$ cat src/rtl/mtimer_pkg.sv
package mtimer_pkg;
  localparam int DW = 32;          // counter and register width
  localparam int NCH = 4;          // match channels
  localparam int FLD = 3;          // action bits per channel
  localparam int MCRW = 16;        // architectural match control width
  localparam int MCR_USED = NCH * FLD;
  localparam int AW = 4;           // bus word address width

  localparam logic [AW-1:0] ADDR_CTRL   = AW'(0);
  localparam logic [AW-1:0] ADDR_IRQ    = AW'(1);
  localparam logic [AW-1:0] ADDR_PRE    = AW'(2);
  localparam logic [AW-1:0] ADDR_PCNT   = AW'(3);
  localparam logic [AW-1:0] ADDR_TCNT   = AW'(4);
  localparam logic [AW-1:0] ADDR_MCTL   = AW'(5);
  localparam logic [AW-1:0] ADDR_MATCH0 = AW'(6);

  // strobes from control to datapath
  typedef struct packed {
    logic          run;
    logic          clear;
    logic          ldPc;
    logic          ldTc;
    logic [DW-1:0] ldVal;
  } cntStrobe_t;
endpackage

$ cat src/rtl/timer_dp.sv
module timer_dp
  import mtimer_pkg::*;
(
  input  logic                    clk,
  input  logic                    rstN,
  input  cntStrobe_t              strobe,
  input  logic [DW-1:0]           prescale,
  input  logic [NCH-1:0][DW-1:0]  matchVal,
  input  logic [NCH-1:0]          rstOnMatch,
  input  logic [NCH-1:0]          stopOnMatch,
  output logic [DW-1:0]           pcVal,
  output logic [DW-1:0]           tcVal,
  output logic [NCH-1:0]          matchEvt
);
  logic [NCH-1:0] hit;
  logic [NCH-1:0] hitPrev;
  logic           stopNow;
  logic           rstNow;
  logic           advance;
  logic           tick;

  for (genvar gi = 0; gi < NCH; gi++) begin : g_cmp
    assign hit[gi] = (tcVal == matchVal[gi]);
  end

  // an event is the first cycle of equality
  assign matchEvt = hit & ~hitPrev;
  assign stopNow  = |(matchEvt & stopOnMatch);
  assign rstNow   = |(hit & rstOnMatch);
  assign advance  = strobe.run && !stopNow;
  assign tick     = advance && (pcVal == prescale);

  always_ff @(posedge clk or negedge rstN) begin
    if (!rstN) begin
      hitPrev <= '0;
    end else begin
      hitPrev <= hit;
    end
  end

  always_ff @(posedge clk or negedge rstN) begin
    if (!rstN) begin
      pcVal <= '0;
      tcVal <= '0;
    end else if (strobe.clear) begin
      pcVal <= '0;
      tcVal <= '0;
    end else begin
      if (strobe.ldPc) begin
        pcVal <= strobe.ldVal;
      end else if (advance) begin
        pcVal <= tick ? '0 : pcVal + 1'b1;
      end
      if (strobe.ldTc) begin
        tcVal <= strobe.ldVal;
      end else if (tick) begin
        tcVal <= rstNow ? '0 : tcVal + 1'b1;
      end
    end
  end
endmodule

$ cat src/rtl/timer_ctrl.sv
module timer_ctrl
  import mtimer_pkg::*;
(
  input  logic                    clk,
  input  logic                    rstN,
  input  logic [AW-1:0]           busAddr,
  input  logic                    busWrEn,
  input  logic [DW-1:0]           busWData,
  output logic [DW-1:0]           busRData,
  input  logic [DW-1:0]           pcVal,
  input  logic [DW-1:0]           tcVal,
  input  logic [NCH-1:0]          matchEvt,
  output cntStrobe_t              strobe,
  output logic [DW-1:0]           prescale,
  output logic [NCH-1:0][DW-1:0]  matchVal,
  output logic [NCH-1:0]          intEnable,
  output logic [NCH-1:0]          rstOnMatch,
  output logic [NCH-1:0]          stopOnMatch,
  output logic [NCH-1:0]          irqFlags
);
  logic                enReg;
  logic                clrReg;
  logic [MCR_USED-1:0] mcrReg;
  logic                stopHit;

  logic wrCtrl, wrIrq, wrPre, wrMctl;
  assign wrCtrl = busWrEn && (busAddr == ADDR_CTRL);
  assign wrIrq  = busWrEn && (busAddr == ADDR_IRQ);
  assign wrPre  = busWrEn && (busAddr == ADDR_PRE);
  assign wrMctl = busWrEn && (busAddr == ADDR_MCTL);

  for (genvar gi = 0; gi < NCH; gi++) begin : g_fld
    assign intEnable[gi]   = mcrReg[FLD*gi];
    assign rstOnMatch[gi]  = mcrReg[FLD*gi+1];
    assign stopOnMatch[gi] = mcrReg[FLD*gi+2];
  end

  assign stopHit = |(matchEvt & stopOnMatch);

  always_ff @(posedge clk or negedge rstN) begin
    if (!rstN) begin
      enReg    <= 1'b0;
      clrReg   <= 1'b0;
      prescale <= '0;
      mcrReg   <= '0;
    end else begin
      if (wrCtrl) begin
        enReg  <= busWData[0];
        clrReg <= busWData[1];
      end
      if (stopHit) begin
        enReg <= 1'b0;            // hardware stop wins
      end
      if (wrPre)  prescale <= busWData;
      if (wrMctl) mcrReg   <= busWData[MCR_USED-1:0];
    end
  end

  for (genvar gi = 0; gi < NCH; gi++) begin : g_chan
    logic wrMatch;
    assign wrMatch = busWrEn && (busAddr == ADDR_MATCH0 + AW'(gi));

    always_ff @(posedge clk or negedge rstN) begin
      if (!rstN) begin
        matchVal[gi] <= '0;
        irqFlags[gi] <= 1'b0;
      end else begin
        if (wrMatch) matchVal[gi] <= busWData;
        // set has priority over write-one clear
        irqFlags[gi] <= (irqFlags[gi] && !(wrIrq && busWData[gi]))
                        || (matchEvt[gi] && intEnable[gi]);
      end
    end
  end

  always_comb begin
    strobe.run   = enReg && !clrReg;
    strobe.clear = clrReg;
    strobe.ldPc  = busWrEn && (busAddr == ADDR_PCNT);
    strobe.ldTc  = busWrEn && (busAddr == ADDR_TCNT);
    strobe.ldVal = busWData;
  end

  always_comb begin
    busRData = '0;
    case (busAddr)
      ADDR_CTRL: busRData = {{(DW-2){1'b0}}, clrReg, enReg};
      ADDR_IRQ:  busRData = {{(DW-NCH){1'b0}}, irqFlags};
      ADDR_PRE:  busRData = prescale;
      ADDR_PCNT: busRData = pcVal;
      ADDR_TCNT: busRData = tcVal;
      ADDR_MCTL: busRData = {{(DW-MCR_USED){1'b0}}, mcrReg};
      default: begin
        for (int i = 0; i < NCH; i++) begin
          if (busAddr == ADDR_MATCH0 + AW'(i)) busRData = matchVal[i];
        end
      end
    endcase
  end
endmodule

$ cat src/rtl/match_timer.sv
module match_timer
  import mtimer_pkg::*;
(
  input  logic          clk,
  input  logic          rstN,
  input  logic [AW-1:0] busAddr,
  input  logic          busWrEn,
  input  logic [DW-1:0] busWData,
  output logic [DW-1:0] busRData,
  output logic          irqOut
);
  cntStrobe_t             strobe;
  logic [DW-1:0]          prescale;
  logic [NCH-1:0][DW-1:0] matchVal;
  logic [NCH-1:0]         intEnable;
  logic [NCH-1:0]         rstOnMatch;
  logic [NCH-1:0]         stopOnMatch;
  logic [NCH-1:0]         irqFlags;
  logic [NCH-1:0]         matchEvt;
  logic [DW-1:0]          pcVal;
  logic [DW-1:0]          tcVal;

  timer_ctrl u_ctrl (
    .clk(clk), .rstN(rstN),
    .busAddr(busAddr), .busWrEn(busWrEn), .busWData(busWData), .busRData(busRData),
    .pcVal(pcVal), .tcVal(tcVal), .matchEvt(matchEvt),
    .strobe(strobe), .prescale(prescale), .matchVal(matchVal),
    .intEnable(intEnable), .rstOnMatch(rstOnMatch), .stopOnMatch(stopOnMatch),
    .irqFlags(irqFlags)
  );

  timer_dp u_dp (
    .clk(clk), .rstN(rstN),
    .strobe(strobe), .prescale(prescale), .matchVal(matchVal),
    .rstOnMatch(rstOnMatch), .stopOnMatch(stopOnMatch),
    .pcVal(pcVal), .tcVal(tcVal), .matchEvt(matchEvt)
  );

  assign irqOut = |irqFlags;
endmodule

$ cat config.mk
export PLATFORM = sky130hd
export DESIGN_NAME = match_timer
export DESIGN_NICKNAME = d
export VERILOG_FILES = /design/src/rtl/mtimer_pkg.sv /design/src/rtl/timer_dp.sv /design/src/rtl/timer_ctrl.sv /design/src/rtl/match_timer.sv
export SDC_FILE = /design/constraint.sdc
export NUM_CORES = 1
export LEC_CHECK = 0
export BUFFER_PORTS_ARGS = -buffer_cell sky130_fd_sc_hd__buf_4
export CORE_UTILIZATION = 50
export DETAILED_ROUTE_END_ITERATION = 12
export PLACE_DENSITY = 0.75
export SETUP_SLACK_MARGIN = 0.3
export SLEW_MARGIN = 20
export SYNTH_ARGS = -nofsm -noshare
export SYNTH_HDL_FRONTEND = slang
export SYNTH_SLANG_ARGS = --single-unit
$ cat constraint.sdc
create_clock -name clk -period 2.9 [get_ports clk]
set_input_delay 0.145 -clock clk [delete_from_list [all_inputs] [get_ports clk]]
set_output_delay 0.145 -clock clk [all_outputs]
set_load 0.03 [all_outputs]
==> impl_metrics.env <==
export IMPL_grt_max_degree=86
export IMPL_ys_flop_type="dfrtp_1"
export IMPL_worstPathArrival_ns=3.35
export IMPL_synth_area_leaders="dfrtp_1 41%, mux2_2 13%, xor2_1 6.7%"
export IMPL_finClkSkew_ns=0.0132
export IMPL_clkSinkCount=246
export IMPL_antenna_found_initial=1
export IMPL_synthCells=1467
export IMPL_fp_row_count=62
export IMPL_hold_depth=3
export IMPL_n_antenna_cell=0
export IMPL_hold_ws_ns=0.120
export IMPL_hp_class="primary input to flip-flop"
export IMPL_dieWidth_um=174
export IMPL_fin_util_pct=69.8
export IMPL_first_pass_iters=8
export IMPL_synthToLayoutAreaGrowth_pct=36.3
export IMPL_die_area_um2=30400
export IMPL_final_area_um2=20300
export IMPL_core_area_um2=29000
export IMPL_cts_buffers=29
export IMPL_worstSetupEndpointType="flip-flop"
export IMPL_final_antenna_net_count=0
export IMPL_synth_distinct_cells=82
export IMPL_grt_ovfl_total=0
export IMPL_ys_async_sr_fraction_pct=100
export IMPL_clk_path_buf_depth=3
export IMPL_via_per_inst=6.81
export IMPL_finalSetupViolCount=4
export IMPL_yosys_area_top_type="dfrtp_1"
export IMPL_die_h_um=174
export IMPL_synthAdderAreaFrac_pct=0.168
export IMPL_path_class="flip-flop to flip-flop"
export IMPL_syn_avg_cell_area_um2=10.1
export IMPL_worst_r2r_setup_slack_ns=-0.007
export IMPL_crit_required_ns=3.34
export IMPL_synth_edf_count=0
export IMPL_initial_core_util_pct=51.3
export IMPL_min_period_ns=2.91
export IMPL_cts_root_buf="clkbuf_16"
export IMPL_first_global_vias=13900
export IMPL_dpl_cell_area_um2=17100
export IMPL_pre_cts_ws_ns=-0.386
export IMPL_synthSimpleGateAreaFrac_pct=14.3
export IMPL_path_max_fanout=7
export IMPL_wl_per_cell_um=28.6
export IMPL_synthMuxAreaShare_pct=13.7
export IMPL_netlist_area_leader_share_pct=41.4
export IMPL_status="finished, violations left"
export IMPL_synth_top_family_by_area="compound AO/OA/AOI/OAI gates"
export IMPL_gp_congestion=1.04
export IMPL_synth_ff_latch_count=246
export IMPL_synth_seq_area_share_pct=41.4
export IMPL_vias=14600
export IMPL_synthTopCellsByCount="246 x dfrtp_1, 173 x mux2_2, 114 x xor2_1, 98 x nand2_1, 94 x a22oi_1"
export IMPL_cts_max_level=1
export IMPL_post_route_cells_drive_above_1_share_pct=42.9
export IMPL_rsz0062_at_grt="yes"
export IMPL_clk_latency_ns=0.56
export IMPL_maxSlewHeadroom_pct=42.7
export IMPL_wirelength_mm=61.4
export IMPL_timing_final_crit_share_pct=100
export IMPL_synth_most_common_cell="dfrtp_1"
export IMPL_dr_first_iter_drc_count=2300
export IMPL_cts_tree="done"
export IMPL_hold_viol=0
export IMPL_ir_worst_vdd_mv=0.503
export IMPL_synthXorXnorAreaFrac_pct=10.4
export IMPL_violations="setup timing"
export IMPL_worst_setup_path_start_kind="flip-flop"
export IMPL_worstMarginPinSlew_ns=0.858
export IMPL_drv_slew=0
export IMPL_io_buffers=71
export IMPL_p_leak_nw=8.62
export IMPL_remaining_drc_errors=0
export IMPL_fmaxAchievable_mhz=344
export IMPL_ff2ff_path_depth=9
export IMPL_grt_pass1_wl_mm=88.8
export IMPL_fin_nets=1784
export IMPL_synth_warnings=0
export IMPL_cap_violations=0
export IMPL_pin_count=72
export IMPL_finalWorstSetupSlack_ns=-0.00749
export IMPL_syn_nets=1508
export IMPL_powerDensity_nw_per_um2=729
export IMPL_nFillCells=2048
export IMPL_synth_compound_area_share_pct=15.2
export IMPL_syn_area_um2=14900
export IMPL_hpwl_mm=41.8
export IMPL_power_mw=14.8
export IMPL_clkTransAtPathRegs_ns=0.06
export IMPL_track_usage_pct=39.0
==> critical path, cell delays in order, from the launching register on <==
cell	delay, ns
dfrtp_2	0.46
xor2_4	0.23
nor4_4	0.29
buf_4	0.14
nand4_1	0.19
buf_4	0.21
or4_4	0.45
and4b_4	0.29
a221o_1	0.31
o221a_1	0.21
==> worst paths after layout <==
check,from,endpoint
min reg2reg,u_ctrl.irqFlags[2],u_ctrl.irqFlags[2]
max reg2reg,u_dp.tcVal[18],u_dp.tcVal[30]
max,u_dp.tcVal[18],u_dp.tcVal[30]
min in group asynchronous,rstN,u_ctrl.matchVal[15]
min,busWrEn,u_ctrl.clrReg
max in group asynchronous,rstN,u_ctrl.mcrReg[5]
==> layout by cell type, fill, tap and decap left out, drive strengths merged, types with 7 or more instances in the layout <==
master | synthesis | routed
dlygate4sd3 | 0 | 33
a21oi | 44 | 44
nor2 | 71 | 71
a2bb2oi | 9 | 9
dfrtp | 246 | 246
o21ai | 26 | 26
a31oi | 20 | 20
nor4 | 39 | 39
xor2 | 114 | 114
nand4 | 32 | 32
clkinv | 0 | 7
a211oi | 8 | 8
inv | 28 | 28
buf | 74 | 342
o31a | 9 | 9
o221ai | 11 | 11
xnor2 | 63 | 63
and4 | 7 | 7
nand3 | 39 | 39
a222oi | 21 | 21
clkbuf | 59 | 43
nor3 | 23 | 23
nand2 | 100 | 100
and3 | 38 | 38
a22oi | 94 | 94
o22ai | 9 | 9
mux2 | 173 | 173
==> stage by stage <==
step | cells | setup TNS (ns)
floorplan | 1467 | 0
global placement | 2008 | -17.68
detailed placement | 2008 | -19.36
CTS | 2135 | 0
global route | 2149 | -1.07
finish | 2149 | -0.0186
==> registers in the layout, summed over array words and instances, names as in the netlist <==
name             count
u_ctrl.matchVal    128
u_ctrl.prescale     32
u_dp.pcVal          32
u_dp.tcVal          32
u_ctrl.mcrReg       12
u_ctrl.irqFlags      4
u_dp.hitPrev         4
u_ctrl.clrReg        1
u_ctrl.enReg         1
==> per-layer routing <==
metal / wire (um) / up-vias / GRT usage, %
li1: - / 5970 / -
met1: 23400 / 7240 / 53.2
met2: 26500 / 1176 / 56.8
met3: 7160 / 240 / 8.01
met4: 4330 / 0 / 24.1
met5: 0 / - / 0
==> cell families (layout without fill, tap and decap cells) <==
group | Yosys count | in the layout
compound gates | 304 | 304
mux | 180 | 180
buf+inv | 161 | 458
xor+xnor | 177 | 177
simple gates | 397 | 398
flops | 246 | 246
fa+ha+maj | 2 | 2
==> cell type report <==
type | count | area (um2) | area share, %
timing repair buffer | 377 | 3440 | 17.0
clock inverter | 12 | 144 | 0.710
multi-input combinational | 1061 | 9060 | 44.7
clock buffer | 41 | 851 | 4.20
tap | 384 | 480 | 2.37
sequential | 246 | 6180 | 30.5
inverter | 28 | 105 | 0.519
==> where the power goes <==
part / internal, mW / switching (mW)
Sequential: 4.20 / 0.939
Combinational: 2.74 / 3.06
Clock: 2.30 / 1.55
Total: 9.24 / 5.54
==> timing repair <==
item / in CTS / in global routing
resized for setup: 140 / 114
hold buffers: 33 / 0
endpoints found under the hold margin: 287 / 0
buffers inserted: 36 / 12
endpoints found under the setup margin: 65 / 65
pin swaps: 51 / 65
gates cloned: 5 / 2
Note: power is estimated with default switching activity, not from simulation.
